`src/rtl/pm_pkg.sv`:
```
package pm_pkg;

  typedef enum logic [2:0] {
    PS_ACT    = 3'd0,
    PS_DEEP   = 3'd1,
    PS_DWAKE  = 3'd2,
    PS_NAP    = 3'd3,
    PS_NWAKE  = 3'd4,
    PS_ASLEEP = 3'd5,
    PS_AWAKE  = 3'd6
  } pm_state_e;

  localparam logic [2:0] ADDR_CFG = 3'b001;
  localparam logic [2:0] ADDR_RST = 3'b101;

  // Enable bit positions within the stored mode
  localparam int MB_DEEP = 2;
  localparam int MB_NAP  = 1;
  localparam int MB_AUTO = 0;

  // true on the last cycle of an n-cycle count that starts at zero
  function automatic logic cnt_hit(input logic [31:0] c, input int unsigned n);
    return c == 32'(n - 1);
  endfunction

endpackage

```
`src/rtl/sif_shift.sv`:
```
module sif_shift
  import pm_pkg::*;
#(
  parameter int WORD_W   = 12,
  parameter int LOCK_CYC = 125
) (
  input  logic       clk,
  input  logic       rst_n,
  input  logic       sel,
  input  logic       sdi,
  input  logic       rd_stb,
  output logic [2:0] mode_q,
  output logic       word_done,
  output logic       soft_rst,
  output logic       sif_ready
);
  localparam int BC_W = $clog2(WORD_W + 1);
  localparam int LK_W = $clog2(LOCK_CYC + 1);

  logic [WORD_W-2:0] sh_q;
  logic [BC_W-1:0]   bc_q;
  logic [LK_W-1:0]   lock_q;
  logic              rd_pend_q;

  logic              shift_en;
  logic [WORD_W-1:0] word_w;
  logic [2:0]        addr_w;
  logic              cfg_wr;
  logic              unused_bits;

  assign sif_ready   = (lock_q == '0);
  assign shift_en    = sel && sif_ready;
  assign word_w      = {sh_q, sdi};
  assign addr_w      = word_w[WORD_W-1 -: 3];
  assign word_done   = shift_en && (bc_q == BC_W'(WORD_W - 1));
  assign soft_rst    = word_done && (rd_pend_q || rd_stb) && (addr_w == ADDR_RST);
  assign cfg_wr      = word_done && (addr_w == ADDR_CFG);
  assign unused_bits = ^word_w[WORD_W-4:3];

  always_ff @(posedge clk or negedge rst_n) begin
    if (!rst_n) begin
      sh_q      <= '0;
      bc_q      <= '0;
      lock_q    <= '0;
      rd_pend_q <= 1'b0;
      mode_q    <= '0;
    end else begin
      if (lock_q != '0) lock_q <= lock_q - 1'b1;
      if (shift_en) sh_q <= {sh_q[WORD_W-3:0], sdi};
      if (!shift_en || word_done) bc_q <= '0;
      else                        bc_q <= bc_q + 1'b1;
      if (word_done || !sif_ready) rd_pend_q <= 1'b0;
      else if (rd_stb)             rd_pend_q <= 1'b1;
      if (soft_rst) begin
        mode_q <= '0;
        lock_q <= LK_W'(LOCK_CYC);
      end else if (cfg_wr) begin
        mode_q <= word_w[2:0];
      end
    end
  end

  // stored enables only move on the edge that completes a word
  a_r2_commit_on_last_bit: assert property (@(posedge clk) disable iff (!rst_n)
    !$stable(mode_q) |-> $past(word_done));

  // a soft reset closes the serial port on the next cycle
  a_r12_lock_after_reset: assert property (@(posedge clk) disable iff (!rst_n)
    soft_rst |=> !sif_ready);

endmodule

```
`src/rtl/conv_stub.sv`:
```
module conv_stub #(
  parameter int CONV_CYC = 13
) (
  input  logic clk,
  input  logic rst_n,
  input  logic start,
  input  logic abort,
  output logic busy,
  output logic done
);
  localparam int CC_W = $clog2(CONV_CYC + 1);

  logic [CC_W-1:0] cnt_q;

  assign done = busy && (cnt_q == CC_W'(CONV_CYC - 1)) && !abort;

  always_ff @(posedge clk or negedge rst_n) begin
    if (!rst_n) begin
      busy  <= 1'b0;
      cnt_q <= '0;
    end else if (abort) begin
      busy  <= 1'b0;
      cnt_q <= '0;
    end else if (start && !busy) begin
      busy  <= 1'b1;
      cnt_q <= '0;
    end else if (busy) begin
      if (done) busy <= 1'b0;
      cnt_q <= cnt_q + 1'b1;
    end
  end

  // an abort always ends the conversion on the next edge
  a_r5_abort_clears_busy: assert property (@(posedge clk) disable iff (!rst_n)
    abort |=> !busy);

  // a conversion only begins after a start strobe
  a_r10_busy_needs_start: assert property (@(posedge clk) disable iff (!rst_n)
    $rose(busy) |-> $past(start));

endmodule

```
`src/rtl/pm_fsm.sv`:
```
module pm_fsm
  import pm_pkg::*;
#(
  parameter int DEEP_WAKE_CYC = 8,
  parameter int NAP_WAKE_CYC  = 3,
  parameter int AN_START_DLY  = 6
) (
  input  logic       clk,
  input  logic       rst_n,
  input  logic [2:0] mode,
  input  logic       soft_rst,
  input  logic       convst,
  input  logic       busy,
  input  logic       done,
  output logic       cv_start,
  output logic       cv_abort,
  output logic       cmp_bias_en,
  output logic       core_bias_en,
  output logic       pm_ready,
  output logic       err_flag
);
  localparam int MAX_AB = (DEEP_WAKE_CYC > NAP_WAKE_CYC) ? DEEP_WAKE_CYC : NAP_WAKE_CYC;
  localparam int MAXC   = (MAX_AB > AN_START_DLY) ? MAX_AB : AN_START_DLY;
  localparam int CW     = $clog2(MAXC + 1);

  pm_state_e st_q, st_d;
  logic [CW-1:0] cnt_q, cnt_d;
  logic err_q;
  logic go_down, blocked, start_w;
  logic dp, np, an;

  assign dp = mode[MB_DEEP];
  assign np = mode[MB_NAP];
  assign an = mode[MB_AUTO];

  always_comb begin
    st_d    = st_q;
    cnt_d   = cnt_q;
    go_down = 1'b0;
    blocked = 1'b0;
    start_w = 1'b0;
    case (st_q)
      PS_ACT: begin
        if (dp)                  begin st_d = PS_DEEP; go_down = 1'b1; end
        else if (np)             begin st_d = PS_NAP;  go_down = 1'b1; end
        else if (convst && !busy) start_w = 1'b1;
        else if (an && done)     st_d = PS_ASLEEP;
      end
      PS_DEEP: begin
        blocked = 1'b1;
        if (!dp) begin
          if (np) st_d = PS_NAP;
          else begin st_d = PS_DWAKE; cnt_d = '0; end
        end
      end
      PS_DWAKE: begin
        blocked = 1'b1;
        if (dp) st_d = PS_DEEP;
        else if (cnt_hit(32'(cnt_q), DEEP_WAKE_CYC)) st_d = PS_ACT;
        else cnt_d = cnt_q + 1'b1;
      end
      PS_NAP: begin
        blocked = 1'b1;
        if (dp) st_d = PS_DEEP;
        else if (!np) begin st_d = PS_NWAKE; cnt_d = '0; end
      end
      PS_NWAKE: begin
        blocked = 1'b1;
        if (dp)      st_d = PS_DEEP;
        else if (np) st_d = PS_NAP;
        else if (cnt_hit(32'(cnt_q), NAP_WAKE_CYC)) st_d = PS_ACT;
        else cnt_d = cnt_q + 1'b1;
      end
      PS_ASLEEP: begin
        if (dp)          st_d = PS_DEEP;
        else if (np)     st_d = PS_NAP;
        else if (!an)    begin st_d = PS_NWAKE; cnt_d = '0; end
        else if (convst) begin st_d = PS_AWAKE; cnt_d = '0; end
      end
      PS_AWAKE: begin
        blocked = 1'b1;
        if (dp)      st_d = PS_DEEP;
        else if (np) st_d = PS_NAP;
        else if (cnt_hit(32'(cnt_q), AN_START_DLY)) begin
          start_w = 1'b1;
          st_d    = PS_ACT;
        end else cnt_d = cnt_q + 1'b1;
      end
      default: st_d = PS_ACT;
    endcase
    if (soft_rst) begin
      st_d    = PS_ACT;
      cnt_d   = '0;
      start_w = 1'b0;
    end
  end

  always_ff @(posedge clk or negedge rst_n) begin
    if (!rst_n) begin
      st_q  <= PS_ACT;
      cnt_q <= '0;
      err_q <= 1'b0;
    end else begin
      st_q  <= st_d;
      cnt_q <= cnt_d;
      if (soft_rst)               err_q <= 1'b0;
      else if (blocked && convst) err_q <= 1'b1;
    end
  end

  assign cv_start     = start_w;
  assign cv_abort     = (go_down || soft_rst) && busy;
  assign core_bias_en = (st_q != PS_DEEP);
  assign cmp_bias_en  = !(st_q inside {PS_DEEP, PS_NAP, PS_ASLEEP});
  assign pm_ready     = (st_q == PS_ACT);
  assign err_flag     = err_q;

  // the error flag only clears through a soft reset
  a_r11_err_sticky: assert property (@(posedge clk) disable iff (!rst_n)
    ($past(err_q) && !$past(soft_rst)) |-> err_q);

  // leaving a wake count always lands fully awake or back asleep
  a_r7_wake_exit: assert property (@(posedge clk) disable iff (!rst_n)
    ($past(st_q) == PS_NWAKE && st_q != PS_NWAKE) |->
      (st_q inside {PS_ACT, PS_DEEP, PS_NAP}));

endmodule

```
`src/rtl/pwr_seq_ctrl.sv`:
```
module pwr_seq_ctrl #(
  parameter int WORD_W        = 12,
  parameter int CONV_CYC      = 13,
  parameter int DEEP_WAKE_CYC = 8,
  parameter int NAP_WAKE_CYC  = 3,
  parameter int AN_START_DLY  = 6,
  parameter int LOCK_CYC      = 125
) (
  input  logic       clk,
  input  logic       rst_n,
  input  logic       sel,
  input  logic       sdi,
  input  logic       rd_stb,
  input  logic       convst,
  output logic [2:0] mode_q,
  output logic       cmp_bias_en,
  output logic       core_bias_en,
  output logic       pm_ready,
  output logic       cv_start,
  output logic       cv_abort,
  output logic       cv_busy,
  output logic       err_flag,
  output logic       sif_ready
);
  logic word_done;
  logic soft_rst;
  logic cv_done;

  sif_shift #(.WORD_W(WORD_W), .LOCK_CYC(LOCK_CYC)) u_sif (
    .clk(clk), .rst_n(rst_n), .sel(sel), .sdi(sdi), .rd_stb(rd_stb),
    .mode_q(mode_q), .word_done(word_done), .soft_rst(soft_rst),
    .sif_ready(sif_ready)
  );

  pm_fsm #(
    .DEEP_WAKE_CYC(DEEP_WAKE_CYC), .NAP_WAKE_CYC(NAP_WAKE_CYC),
    .AN_START_DLY(AN_START_DLY)
  ) u_fsm (
    .clk(clk), .rst_n(rst_n), .mode(mode_q), .soft_rst(soft_rst),
    .convst(convst), .busy(cv_busy), .done(cv_done),
    .cv_start(cv_start), .cv_abort(cv_abort), .cmp_bias_en(cmp_bias_en),
    .core_bias_en(core_bias_en), .pm_ready(pm_ready), .err_flag(err_flag)
  );

  conv_stub #(.CONV_CYC(CONV_CYC)) u_conv (
    .clk(clk), .rst_n(rst_n), .start(cv_start), .abort(cv_abort),
    .busy(cv_busy), .done(cv_done)
  );

  // deep held for two edges means both biases are off, whatever else is set
  a_r6_deep_wins: assert property (@(posedge clk) disable iff (!rst_n)
    (mode_q[2] && $past(mode_q[2])) |-> (!core_bias_en && !cmp_bias_en));

  // the core bias only drops after deep has been stored
  a_r3_core_off_needs_deep: assert property (@(posedge clk) disable iff (!rst_n)
    $fell(core_bias_en) |-> $past(mode_q[2]));

endmodule

```
`config.mk`:
```
export PLATFORM = sky130hd
export DESIGN_NAME = pwr_seq_ctrl
export DESIGN_NICKNAME = d
export VERILOG_FILES = /design/src/rtl/pm_pkg.sv /design/src/rtl/sif_shift.sv /design/src/rtl/conv_stub.sv /design/src/rtl/pm_fsm.sv /design/src/rtl/pwr_seq_ctrl.sv
export SDC_FILE = /design/constraint.sdc
export NUM_CORES = 1
export LEC_CHECK = 0
export CAP_MARGIN = 20
export CORE_MARGIN = 2
export CORE_UTILIZATION = 40
export CTS_BUF_LIST = sky130_fd_sc_hd__clkbuf_8
export DETAILED_ROUTE_END_ITERATION = 10
export PLACE_DENSITY_LB_ADDON = 0.05
export SYNTH_ARGS = -nofsm -noshare
export SYNTH_HDL_FRONTEND = slang
export SYNTH_SLANG_ARGS = --single-unit
```
`constraint.sdc`:
```
create_clock -name clk -period 3.2 [get_ports clk]
set_input_delay 0.32 -clock clk [delete_from_list [all_inputs] [get_ports clk]]
set_output_delay 0.32 -clock clk [all_outputs]
set_load 0.01 [all_outputs]
```
==> impl_metrics.env <==
export IMPL_run_status="finished, final reports clean"
export IMPL_gp_congestion=0.793
export IMPL_clock_fmax_mhz=338
export IMPL_ys_seq_area_share_pct=44.1
export IMPL_clkLatencyLatePin_ns=0.29
export IMPL_highest_layer="met4"
export IMPL_wl_per_cell_um=14.2
export IMPL_die_h_um=78.4
export IMPL_io_pins=17
export IMPL_pwr_density_cell_nw_per_um2=443
export IMPL_worstSetupStartpointType="register"
export IMPL_avgViaCountPerCell=5.31
export IMPL_setup_violations=0
export IMPL_cp_max_fo=4
export IMPL_hold_violations=0
export IMPL_htree_levels=2
export IMPL_numCtsBuffers=5
export IMPL_fin_cells=324
export IMPL_synth_seq_cells=39
export IMPL_place_inst=316
export IMPL_critPathCaptureType="output port"
export IMPL_wl_met3_um=191
export IMPL_multi_input_area_um2=1140
export IMPL_clkTransAtPathRegs_ns=0.08
export IMPL_fin_crit_ns=2.96
export IMPL_cp_data_required_time_ns=2.88
export IMPL_maxCapViolCount=0
export IMPL_grt_remaining_overflow=0
export IMPL_synth_distinct_cells=46
export IMPL_drc_errors=0
export IMPL_ir_drop_mv=0.265
export IMPL_drv_slew=0
export IMPL_grt_usage_pct=17.1
export IMPL_core_area_um2=5440
export IMPL_layout_common_cells="dfrtp_1, nand2_1, nor2_1, clkdlybuf4s50_1, inv_1"
export IMPL_wl_met2_um=2210
export IMPL_n_antenna_cell=0
export IMPL_grt_pass1_wl_um=8310
export IMPL_cts_resized=0
export IMPL_dpl_worst_slack_ns=0.560
export IMPL_ys_flop_type="dfrtp_1"
export IMPL_final_fill_count=525
export IMPL_die_area_um2=6150
export IMPL_cts_tree="yes"
export IMPL_clockBufferDepth=2
export IMPL_via_count=1722
export IMPL_ys_async_sr_fraction_pct=100
export IMPL_wl_um=4590
export IMPL_critPathKind="register to output port"
export IMPL_num_rows=27
export IMPL_layout_drive_gt1_share_pct=14.3
export IMPL_area_growth_pct=15.6
export IMPL_grt_pass1_vias=1781
export IMPL_setup_ws_ns=0.244
export IMPL_syn_area_um2=2210
export IMPL_ant_nets=0
export IMPL_nets=265
export IMPL_rsz0062_at_grt="no"
export IMPL_post_cts_buffers=0
export IMPL_die_w_um=78.4
export IMPL_utilization_pct=47.1
export IMPL_power_leakage_nw=1.20
export IMPL_root_buffer="clkbuf_8"
export IMPL_drt_met1_wl_um=2110
export IMPL_cp_arrival_ns=2.64
export IMPL_ctsHoldBuffers=0
export IMPL_start_util_pct=40.7
export IMPL_drt_initial_drc_count=103
export IMPL_syn_avg_cell_area_um2=9.50
export IMPL_synth_edf_count=0
export IMPL_portBuffers=16
export IMPL_antenna_found_initial=0
export IMPL_tns_ns=0
export IMPL_skew_ns=0.00536
export IMPL_min_path_type="input port to async pin"
export IMPL_r2r_setup_slack_ns=0.73
export IMPL_cts_sinks=39
export IMPL_regArea_um2=976
export IMPL_worstMarginPinSlew_ns=0.918
export IMPL_grt_max_degree=40
export IMPL_syn_nets=247
export IMPL_detail_route_first_pass_iterations=4
export IMPL_hpwl_um=3290
export IMPL_final_common_cell="dfrtp_1"
export IMPL_slew_headroom_pct=38.8
export IMPL_yosysWarnings=0
export IMPL_timing_final_crit_share_pct=92.4
export IMPL_synth_cells=233
==> routing by layer <==
| layer | vias to the layer above | GRT usage [%] |
|---|---|---|
| met4 | 0 | 7.19 |
| met1 | 829 | 21.4 |
| met3 | 8 | 4.25 |
| met2 | 35 | 28.1 |
| li1 | 850 | - |
| met5 | - | 0 |
==> final timing paths <==
path                                             startpoint                           to  depth (start not counted)
worst max-delay path            u_sif.lock_q[0]$_DFFE_PN0P_                     cv_abort                          7
worst min-delay path                                  rst_n   u_fsm.err_flag$_DFFE_PN0P_                          1
worst max register to register  u_sif.lock_q[0]$_DFFE_PN0P_  u_conv.cnt_q[3]$_DFFE_PN0P_                          7
worst min register to register      u_sif.bc_q[0]$_DFF_PN0_      u_sif.bc_q[0]$_DFF_PN0_                          1
max in group asynchronous                             rst_n  u_conv.cnt_q[0]$_DFFE_PN0P_                          1
min in group clk                    u_sif.bc_q[0]$_DFF_PN0_      u_sif.bc_q[0]$_DFF_PN0_                          1
==> logic make-up after synthesis <==
kind of cell             after synthesis  share of synthesized area (%)
AO/OA/AOI/OAI                         41                           12.6
flip-flops                            39                           44.1
buffers and inverters                 23                           4.29
multiplexers                          18                           8.87
adder cells (fa/ha/maj)                8                           4.52
XOR/XNOR                               5                           1.98
AND/OR/NAND/NOR                       99                           23.7
==> metrics by stage <==
step	area (um2)	power [mW]	hold slack [ns]
after global placement	2450	0.735	0.467
after detailed placement	2450	0.737	0.464
after CTS	2560	1.16	0.185
after global routing	2560	1.20	0.237
final	2560	1.13	0.159
after floorplan	2210	0.674	0.0244
==> registers in the layout, summed over array words and instances, names as in the netlist <==
register and flops:
u_sif.mode_q 3, u_fsm.cnt_q 4, u_fsm.err_flag 1, u_sif.lock_q 7
u_conv.busy 1, u_fsm.st_q 3, u_sif.rd_pend_q 1, u_conv.cnt_q 4
u_sif.sh_q 11, u_sif.bc_q 4
==> critical path, cell delays in order (launching register included) <==
cell and delay [ns]:
dfrtp_1 0.38, inv_1 0.13, ha_1 0.20, or4b_4 0.50, nor4_4 0.26, nand2_1 0.16
a21oi_1 0.17, clkdlybuf4s50_1 0.55
==> final cells by class <==
cell class                      instances  share of cell area [%]
Sequential cell                        39                    38.1
Timing Repair Buffer                   20                    7.23
Inverter                               14                    2.05
Multi-Input combinational cell        171                    44.7
Clock inverter                          3                    1.71
Tap cell                               72                    3.52
Clock buffer                            5                    2.69
==> cell usage after synthesis, types with 4 or more instances <==
library cell | instances | area share [%]
a211o_1 | 4 | 1.6
a21oi_1 | 8 | 1.8
clkbuf_1 | 7 | 1.2
dfrtp_1 | 39 | 44
ha_1 | 8 | 4.5
inv_1 | 14 | 2.4
mux2_2 | 13 | 6.6
mux2i_1 | 5 | 2.3
nand2_1 | 34 | 5.8
nand3_1 | 9 | 2.0
nand3b_1 | 4 | 1.4
nor2_1 | 16 | 2.7
nor3_1 | 5 | 1.1
o21ai_0 | 11 | 2.5
==> power breakdown <==
group          leakage, nW  internal (mW)  switching [mW]
Combinational        0.635         0.0909          0.0759
Sequential           0.504          0.523          0.0338
Clock               0.0581          0.232           0.179
Note: power is estimated with default switching activity, not from simulation.
